### src/rtl/code_frame_tx_pkg.sv
package code_frame_tx_pkg;
  localparam int ENC_W  = 32;
  localparam int SER_W  = 28;
  localparam int BTN_W  = 4;
  localparam int WORD_W = ENC_W + SER_W + BTN_W + 1 + 2 + 2;
  localparam int BIDX_W = $clog2(WORD_W);

  typedef enum logic [1:0] {
    PH_IDLE,
    PH_PRE,
    PH_HDR,
    PH_DATA
  } phase_e;
endpackage

### src/rtl/cft_te_timer.sv
module cft_te_timer #(
  parameter int TE_CYC = 4
) (
  input  logic clk_i,
  input  logic rst_ni,
  input  logic run_i,
  output logic tick_o
);
  localparam int CW = (TE_CYC > 1) ? $clog2(TE_CYC) : 1;
  localparam logic [CW-1:0] RELOAD = CW'(TE_CYC - 1);

  logic [CW-1:0] cnt_q;

  always_ff @(posedge clk_i or negedge rst_ni) begin
    if (!rst_ni)                   cnt_q <= RELOAD;
    else if (!run_i || cnt_q == '0) cnt_q <= RELOAD;
    else                            cnt_q <= cnt_q - 1'b1;
  end

  assign tick_o = run_i && (cnt_q == '0);
endmodule

### src/rtl/cft_word_packer.sv
module cft_word_packer
  import code_frame_tx_pkg::*;
(
  input  logic [ENC_W-1:0]  enc_i,
  input  logic [SER_W-1:0]  serial_i,
  input  logic [BTN_W-1:0]  btn_i,
  input  logic              vlow_i,
  input  logic [1:0]        crc_i,
  input  logic [1:0]        queue_i,
  output logic [WORD_W-1:0] word_o
);
  // lsb side goes out first
  assign word_o = {queue_i, crc_i, vlow_i, btn_i, serial_i, enc_i};
endmodule

### src/rtl/cft_frame_seq.sv
module cft_frame_seq
  import code_frame_tx_pkg::*;
#(
  parameter int PRE_PAIRS = 6
) (
  input  logic              clk_i,
  input  logic              rst_ni,
  input  logic              start_i,
  input  logic              manch_i,
  input  logic              hdr_short_i,
  input  logic [WORD_W-1:0] word_i,
  input  logic              tick_i,
  output logic              busy_o,
  output logic              line_o,
  output logic              done_o
);
  localparam int PRE_TE   = 2 * PRE_PAIRS;
  localparam int MAX_SLOT = (PRE_TE > 10) ? PRE_TE : 10;
  localparam int SW       = $clog2(MAX_SLOT + 1);

  phase_e              phase_q;
  logic [SW-1:0]       slot_q;
  logic [BIDX_W-1:0]   bit_q;
  logic [WORD_W-1:0]   word_q;
  logic                manch_q;
  logic                short_q;
  logic                done_q;
  logic [SW-1:0]       last_slot;
  logic                cur_bit;

  assign cur_bit = word_q[bit_q];

  always_comb begin
    unique case (phase_q)
      PH_PRE:  last_slot = SW'(PRE_TE - 1);
      PH_HDR:  last_slot = manch_q ? SW'(3) : (short_q ? SW'(2) : SW'(9));
      PH_DATA: last_slot = manch_q ? SW'(1) : SW'(2);
      default: last_slot = '0;
    endcase
  end

  always_ff @(posedge clk_i or negedge rst_ni) begin
    if (!rst_ni) begin
      phase_q <= PH_IDLE;
      slot_q  <= '0;
      bit_q   <= '0;
      word_q  <= '0;
      manch_q <= 1'b0;
      short_q <= 1'b0;
      done_q  <= 1'b0;
    end else begin
      done_q <= 1'b0;
      if (phase_q == PH_IDLE) begin
        if (start_i) begin
          phase_q <= PH_PRE;
          slot_q  <= '0;
          bit_q   <= '0;
          word_q  <= word_i;
          manch_q <= manch_i;
          short_q <= hdr_short_i;
        end
      end else if (tick_i) begin
        if (slot_q == last_slot) begin
          slot_q <= '0;
          unique case (phase_q)
            PH_PRE: phase_q <= PH_HDR;
            PH_HDR: phase_q <= PH_DATA;
            default: begin
              if (bit_q == BIDX_W'(WORD_W - 1)) begin
                phase_q <= PH_IDLE;
                done_q  <= 1'b1;
              end else begin
                bit_q <= bit_q + 1'b1;
              end
            end
          endcase
        end else begin
          slot_q <= slot_q + 1'b1;
        end
      end
    end
  end

  always_comb begin
    unique case (phase_q)
      PH_PRE:  line_o = ~slot_q[0];
      PH_DATA: begin
        if (manch_q) line_o = (slot_q == '0) ? ~cur_bit : cur_bit;
        else         line_o = (slot_q == '0) || ((slot_q == SW'(1)) && !cur_bit);
      end
      default: line_o = 1'b0;
    endcase
  end

  assign busy_o = (phase_q != PH_IDLE);
  assign done_o = done_q;
endmodule

### src/rtl/code_frame_tx.sv
module code_frame_tx
  import code_frame_tx_pkg::*;
#(
  parameter int TE_CYC    = 4,
  parameter int PRE_PAIRS = 6
) (
  input  logic             clk_i,
  input  logic             rst_ni,
  input  logic             start_i,
  input  logic             manch_i,
  input  logic             hdr_short_i,
  input  logic [ENC_W-1:0] enc_i,
  input  logic [SER_W-1:0] serial_i,
  input  logic [BTN_W-1:0] btn_i,
  input  logic             vlow_i,
  input  logic [1:0]       crc_i,
  input  logic [1:0]       queue_i,
  output logic             line_o,
  output logic             done_o
);
  logic [WORD_W-1:0] word_w;
  logic              busy_w;
  logic              tick_w;

  cft_word_packer u_pack (
    .enc_i    (enc_i),
    .serial_i (serial_i),
    .btn_i    (btn_i),
    .vlow_i   (vlow_i),
    .crc_i    (crc_i),
    .queue_i  (queue_i),
    .word_o   (word_w)
  );

  cft_te_timer #(.TE_CYC(TE_CYC)) u_timer (
    .clk_i  (clk_i),
    .rst_ni (rst_ni),
    .run_i  (busy_w),
    .tick_o (tick_w)
  );

  cft_frame_seq #(.PRE_PAIRS(PRE_PAIRS)) u_seq (
    .clk_i       (clk_i),
    .rst_ni      (rst_ni),
    .start_i     (start_i),
    .manch_i     (manch_i),
    .hdr_short_i (hdr_short_i),
    .word_i      (word_w),
    .tick_i      (tick_w),
    .busy_o      (busy_w),
    .line_o      (line_o),
    .done_o      (done_o)
  );
endmodule

### config.mk
export PLATFORM = sky130hd
export DESIGN_NAME = code_frame_tx
export DESIGN_NICKNAME = d
export VERILOG_FILES = /design/src/rtl/code_frame_tx_pkg.sv /design/src/rtl/cft_te_timer.sv /design/src/rtl/cft_word_packer.sv /design/src/rtl/cft_frame_seq.sv /design/src/rtl/code_frame_tx.sv
export SDC_FILE = /design/constraint.sdc
export NUM_CORES = 1
export LEC_CHECK = 0
export BUFFER_PORTS_ARGS = -buffer_cell sky130_fd_sc_hd__buf_2
export CORE_MARGIN = 4
export CORE_UTILIZATION = 42
export DETAILED_ROUTE_END_ITERATION = 6
export GPL_ROUTABILITY_DRIVEN = 0
export PLACE_DENSITY = 0.74
export SYNTH_ARGS = -nofsm -noshare
export SYNTH_HDL_FRONTEND = slang
export SYNTH_HIERARCHICAL = 1
export SYNTH_SLANG_ARGS = --single-unit
### constraint.sdc
create_clock -name clk_i -period 3.2 [get_ports clk_i]
set_clock_uncertainty 0.2 [all_clocks]
set_input_delay 0.64 -clock clk_i [delete_from_list [all_inputs] [get_ports clk_i]]
set_output_delay 0.64 -clock clk_i [all_outputs]
set_load 0.01 [all_outputs]
==> results of run 1 <==
layout make-up:
type                    count  area share (%)
flip-flops and latches     87           39.92
multi-input cells         210           39.92
inverters                  13          0.8933
repair buffers             95           10.51
well taps                 143           3.275
clock buffers              12           4.695
clock inverters             3          0.7787
repair_timing:
| item | 4_1_cts | 5_1_grt |
|---|---|---|
| cloned | 0 | 1 |
| resized for setup | 2 | 7 |
| endpoints found under the setup margin | 1 | 1 |
| pin swaps | 0 | 5 |
| endpoints found under the hold margin | 0 | 0 |
worst paths after layout:
path,startpoint,to,slack [ps],cells after the start
worst max-delay path,u_seq/bit_q[0],line_o,-440,8
worst max register to register,u_seq/phase_q[0],u_seq/bit_q[0],200,9
worst min register to register,u_timer/cnt_q[0],u_timer/cnt_q[0],280,1
min in group asynchronous,rst_ni,u_seq/word_q[23],290,1
worst min-delay path,u_timer/cnt_q[0],u_timer/cnt_q[0],280,1
max in group asynchronous,rst_ni,u_seq/bit_q[0],1740,1
Yosys cell counts, types with 3 or more instances:
cell        n
a21oi_1     3
and2_1      4
and4_1      3
buf_2       3
buf_4      69
buf_6       3
clkbuf_1   14
dfrtp_1    85
ha_1       10
inv_1      13
mux2_2     73
mux2i_1     6
mux4_2     16
nand2_1    12
nand2b_1    3
nor2_1     13
nor3_1      3
o2111ai_1   5
o21ai_0     4
o21ai_1     3
xnor2_1     3
xor2_1      4
through the flow:
step	worst slack, ps	instance area [µm²]	total power, mW
after global placement	-59.18	5089	4.136
after detailed placement	-79.71	5089	4.235
after floorplan	182.0	4996	3.712
final	-440.7	5463	5.352
after global routing	-559.9	5463	5.714
after CTS	-402.8	5398	5.309
critical path, cell delays in order (launching register included):
cell	delay [ps]
dfrtp_2	430
buf_12	140
mux4_2	480
mux2_2	280
a41o_1	280
nor3_1	230
a211oi_1	110
a311o_1	360
buf_2	160
power breakdown:
| group | internal (mW) | leakage (nW) | switching (mW) |
|---|---|---|---|
| registers | 1.63 | 1.04 | 0.353 |
| clock network | 0.641 | 0.145 | 0.395 |
| logic | 1.33 | 1.26 | 0.994 |
per-layer routing:
metal	part of all wire [%]	vias up	GRT usage, %
li1	-	1392	-
met1	45	1455	19.59
met2	48	79	23.25
met3	5.0	13	4.422
met4	1.8	0	4.893
met5	0	-	0
cell families (layout without fill, tap and decap cells):
| kind of cell | count (synthesis) | in the layout |
|---|---|---|
| mux | 98 | 98 |
| simple gates | 59 | 59 |
| buf+inv | 103 | 123 |
| fa+ha+maj | 10 | 10 |
| compound gates | 36 | 36 |
| xor+xnor | 7 | 7 |
| flops | 87 | 87 |
sequential cells by signal (all words and copies together) (netlist names):
signal and count:
u_timer/cnt_q 2, u_seq/short_q 1, u_seq/done_o 1, u_seq/bit_q 7, u_seq/word_q 69, u_seq/phase_q 2, u_seq/manch_q 1, u_seq/slot_q 4
==> results.yml, run 1 <==
clocking:
  root_buffer: "clkbuf_16"
  post-cts-setup-buffers: 0
  clkTransAtPathRegs_ps: 60
  insertion_delay_ps: 340
  clockBufferDepth: 2
  cts_buffers: 9
  cts_sinks: 87
  htree_levels: 3
  hold_buffers: 0
  tritoncts: "yes"
die:
  fp-row-count: 39
  die_w_um: 117.1
  dieArea_mm2: 0.01370
  core_area_mm2: 0.01152
  initial_utilization_pct: 43.38
  io_pins: 76
  fp.dieH_um: 117.1
final_layout:
  final_common_cell: "dfrtp_1"
  num_antenna_cells: 0
  fin_util_pct: 47.44
  syn_to_final_growth_pct: 9.341
  fill_cells: 1021
  final_cells: 563
  drive_above_1_share_pct: 51.67
  final_nets: 500
  layout_common_cells: "dfrtp_1 (84), buf_2 (74), mux2_2 (73)"
  multi_input_area_mm2: 0.002181
  register_area_mm2: 0.002181
grt:
  grt_pass1_wl_mm: 15.70
  grt_max_degree: 88
  track_usage_pct: 14.75
  grt_pass1_vias: 3145
  antenna_found_initial: 0
  overflow: 0
synthesis:
  synth_top_family_by_area: "multiplexers"
  yosys.area_share.xor_xnor_pct: 1.227
  syn_avg_cell_area_um2: 12.49
  synthArstFlopShare_pct: 100.0
  synthFlopType: "dfrtp_1"
  synth_compound_area_share_pct: 5.910
  syn_area_mm2: 0.004996
  synth-seq-cells: 87
  synth_top_area_cell: "dfrtp_1"
  synth_simple_gate_area_share_pct: 7.338
  synth_fp_nets: 484
  syn-instance-count: 400
  synth_top_area_share_pct: 42.57
  synth_area_leaders: "dfrtp_1 (43%), mux2_2 (16%), buf_4 (10%)"
  ys_types: 60
  synthMuxAreaShare_pct: 25.62
  synth_edf_count: 0
  seq_area_frac_synth_pct: 43.63
  yosys_warnings: 6
  yosys.area_share.adder_pct: 2.504
placed_design:
  hpwl_mm: 7.059
  dp.cells: 547
  port_buffers: 75
power_and_ir_drop:
  irDropWorstVdd_v: 0.0004325
  p_leak_nw: 2.440
  p_per_area_mw_per_mm2: 979.7
sta:
  hold_viol: 0
  finalWorstSetupSlack_ps: -440.7
  period_share_pct: 113.8
  worst_slew_pin_slew_ps: 1066
  rsz0062_at_grt: "true"
  finalCriticalPeriod_ps: 3641
  relSlewSlack_pct: 28.94
  setup_viol: 1
  max_freq_ghz: 0.2747
  setup_tns_ps: -440.7
  drv_slew: 0
  hold_slack_ps: 278.4
drt:
  ant_nets: 0
  vias: 2939
  vias_per_cell: 5.220
  routedWlPerCell_um: 16.86
  drc: 0
  totalWireLength_mm: 9.493
  dr.first_iter.drc_count: 155
  dr.pass1.iters: 4
worst_setup_path:
  crit_required_ps: 2360
  crit_type: "reg -> out"
  worst_ep_arrival_time_ps: 2800
  cp_max_fo: 6
  start_kind: "flop"
  worstSetupEndpointType: "primary output"
outcome:
  status: "finished with violations"
  violations: "setup timing"
min_path:
  hold_path_class: "reg -> reg"
run:
  cap_viol_max_count: 0
(Power assumes the default switching activity.)
==> run 2, diff against run 1 <==
--- a/config.mk
+++ b/config.mk
@@ -10,6 +10,7 @@
 export CORE_UTILIZATION = 42
 export DETAILED_ROUTE_END_ITERATION = 6
 export GPL_ROUTABILITY_DRIVEN = 0
+export MAX_ROUTING_LAYER = met4
 export PLACE_DENSITY = 0.74
 export SYNTH_ARGS = -nofsm -noshare
 export SYNTH_HDL_FRONTEND = slang
==> run 2 against run 1 <==
Net effect:
- the flow still finishes with violations (setup timing)
- register-to-register slack hardly changed
- sequential share of layout area stayed put
- combinational power hardly changed
- largest power group unchanged
- highest routed layer unchanged
==> results.yml, run 2 (synthesized netlist as in run 1, its figures left out) <==
worst_setup_path:
  crit_required_ps: 2360
  slowest_stage: "mux4_2"
  path_buf_inv: 2
  rr_worst_depth: 9
  cp_max_fo: 6
  critical-path-max-stage-delay_ps: 480
  crit_type: "reg -> out"
  worstSetupEndpointType: "primary output"
  start_kind: "flop"
  path_depth: 8
  crit_family: "multiplexers"
  path_cells: "buf_12, mux4_2, mux2_2, a41o_1, nor3_1, a211oi_1, a311o_1, buf_2"
  worst_ep_arrival_time_ps: 2800
sta:
  hold_slack_ps: 254.2
  relSlewSlack_pct: 28.13
  max_freq_ghz: 0.2746
  setup_tns_ps: -442.1
  rsz0062_at_grt: "true"
  worst_slew_pin_slew_ps: 1078
  setup_viol: 1
  finalWorstSetupSlack_ps: -442.1
  finalCriticalPeriod_ps: 3642
  drv_slew: 0
  hold_viol: 0
  period_share_pct: 113.8
final_layout:
  syn_to_final_growth_pct: 9.341
  final_nets: 500
  layout_common_cells: "dfrtp_1 (84), buf_2 (74), mux2_2 (73)"
  regMostFlops: "u_seq/word_q"
  final_common_cell: "dfrtp_1"
  register_area_mm2: 0.002181
  fill_cells: 1021
  largest_reg_flops: 69
  multi_input_area_mm2: 0.002181
  drive_above_1_share_pct: 51.67
  final_cells: 563
  design_area_mm2: 0.005463
  num_antenna_cells: 0
  reg_top3: "u_seq/word_q (69), u_seq/bit_q (7), u_seq/slot_q (4)"
die:
  io_pins: 76
  initial_utilization_pct: 43.38
  core_area_mm2: 0.01152
  fp-row-count: 39
  dieArea_mm2: 0.01370
  die_w_um: 117.1
  fp.dieH_um: 117.1
power_and_ir_drop:
  p_per_area_mw_per_mm2: 979.6
  p_leak_nw: 2.440
  irDropWorstVdd_v: 0.0004320
placed_design:
  post_dp_cell_area_mm2: 0.005089
  dp.cells: 547
  port_buffers: 75
  hpwl_mm: 7.059
outcome:
  status: "finished with violations"
  violations: "setup timing"
min_path:
  hold_path_class: "in -> async"
drt:
  routedWlPerCell_um: 16.83
  dr.pass1.iters: 4
  totalWireLength_mm: 9.476
  ant_nets: 0
  vias: 2955
  vias_per_cell: 5.249
  drc: 0
  dr.first_iter.drc_count: 179
clocking:
  cts_sinks: 87
  cts_buffers: 9
  insertion_delay_ps: 330
  clockBufferDepth: 2
  clkTransAtPathRegs_ps: 60
  tritoncts: "yes"
  post-cts-setup-buffers: 0
  root_buffer: "clkbuf_16"
  htree_levels: 3
grt:
  overflow: 0
  track_usage_pct: 15.21
  grt_pass1_vias: 3160
  antenna_found_initial: 0
  grt_pass1_wl_mm: 15.69
  grt_max_degree: 88
run:
  cap_viol_max_count: 0
run 2: cell counts in the layout (fill, tap and decap cells not counted):
Identical to the previous run, type by type.
run 2: timing repair:
| item | in CTS | in global routing |
|---|---|---|
| endpoints found under the setup margin | 1 | 1 |
| hold buffers | 0 | 0 |
| pin swaps | 0 | 5 |
| gates cloned | 0 | 1 |
| resized for setup | 2 | 7 |
run 2: cell type report:
type / instances / area share (%)
tap: 143 / 3.275
multi-input combinational: 210 / 39.92
clock inverter: 3 / 0.7787
inverter: 13 / 0.8933
sequential: 87 / 39.92
clock buffer: 12 / 4.695
timing repair buffer: 95 / 10.51
run 2: path summary, 6_finish.rpt:
check / start / slack [ps] / to
max: u_seq/bit_q[0] / -440 / line_o
min: rst_ni / 250 / u_seq/word_q[23]
max reg2reg: u_seq/phase_q[0] / 200 / u_seq/bit_q[0]
min reg2reg: u_timer/cnt_q[0] / 270 / u_timer/cnt_q[0]
max in group asynchronous: rst_ni / 1730 / u_seq/bit_q[0]
min in group clk_i: u_timer/cnt_q[0] / 270 / u_timer/cnt_q[0]
run 2: through the flow:
step	total power [mW]	utilization, %	setup slack, ps
2_1_floorplan	3.712	-	182.0
3_3_place_gp	4.136	44.19	-59.18
3_5_place_dp	4.235	44.19	-79.71
4_1_cts	5.309	46.87	-402.8
5_1_grt	5.710	47.44	-540.9
6_report	5.351	47.44	-442.1
run 2: per-layer routing:
metal,track usage (%),part of all wire (%),up-vias
met2,23.25,49,74
met5,-,0,-
met3,3.599,4.1,13
met1,19.85,45,1480
li1,-,-,1388
met4,5.581,1.9,0
run 2: worst register-to-register path, stage by stage, from the launching register on:
cell	delay, ps
dfrtp_1	470
inv_1	120
ha_1	250
nor2b_4	140
o221a_1	240
or3_4	340
a2111oi_4	350
or2_1	300
nand3_4	130
mux2_4	330
run 2: where the power goes:
part,switching (mW),internal (mW)
logic,0.990,1.33
registers,0.356,1.63
clock network,0.397,0.641
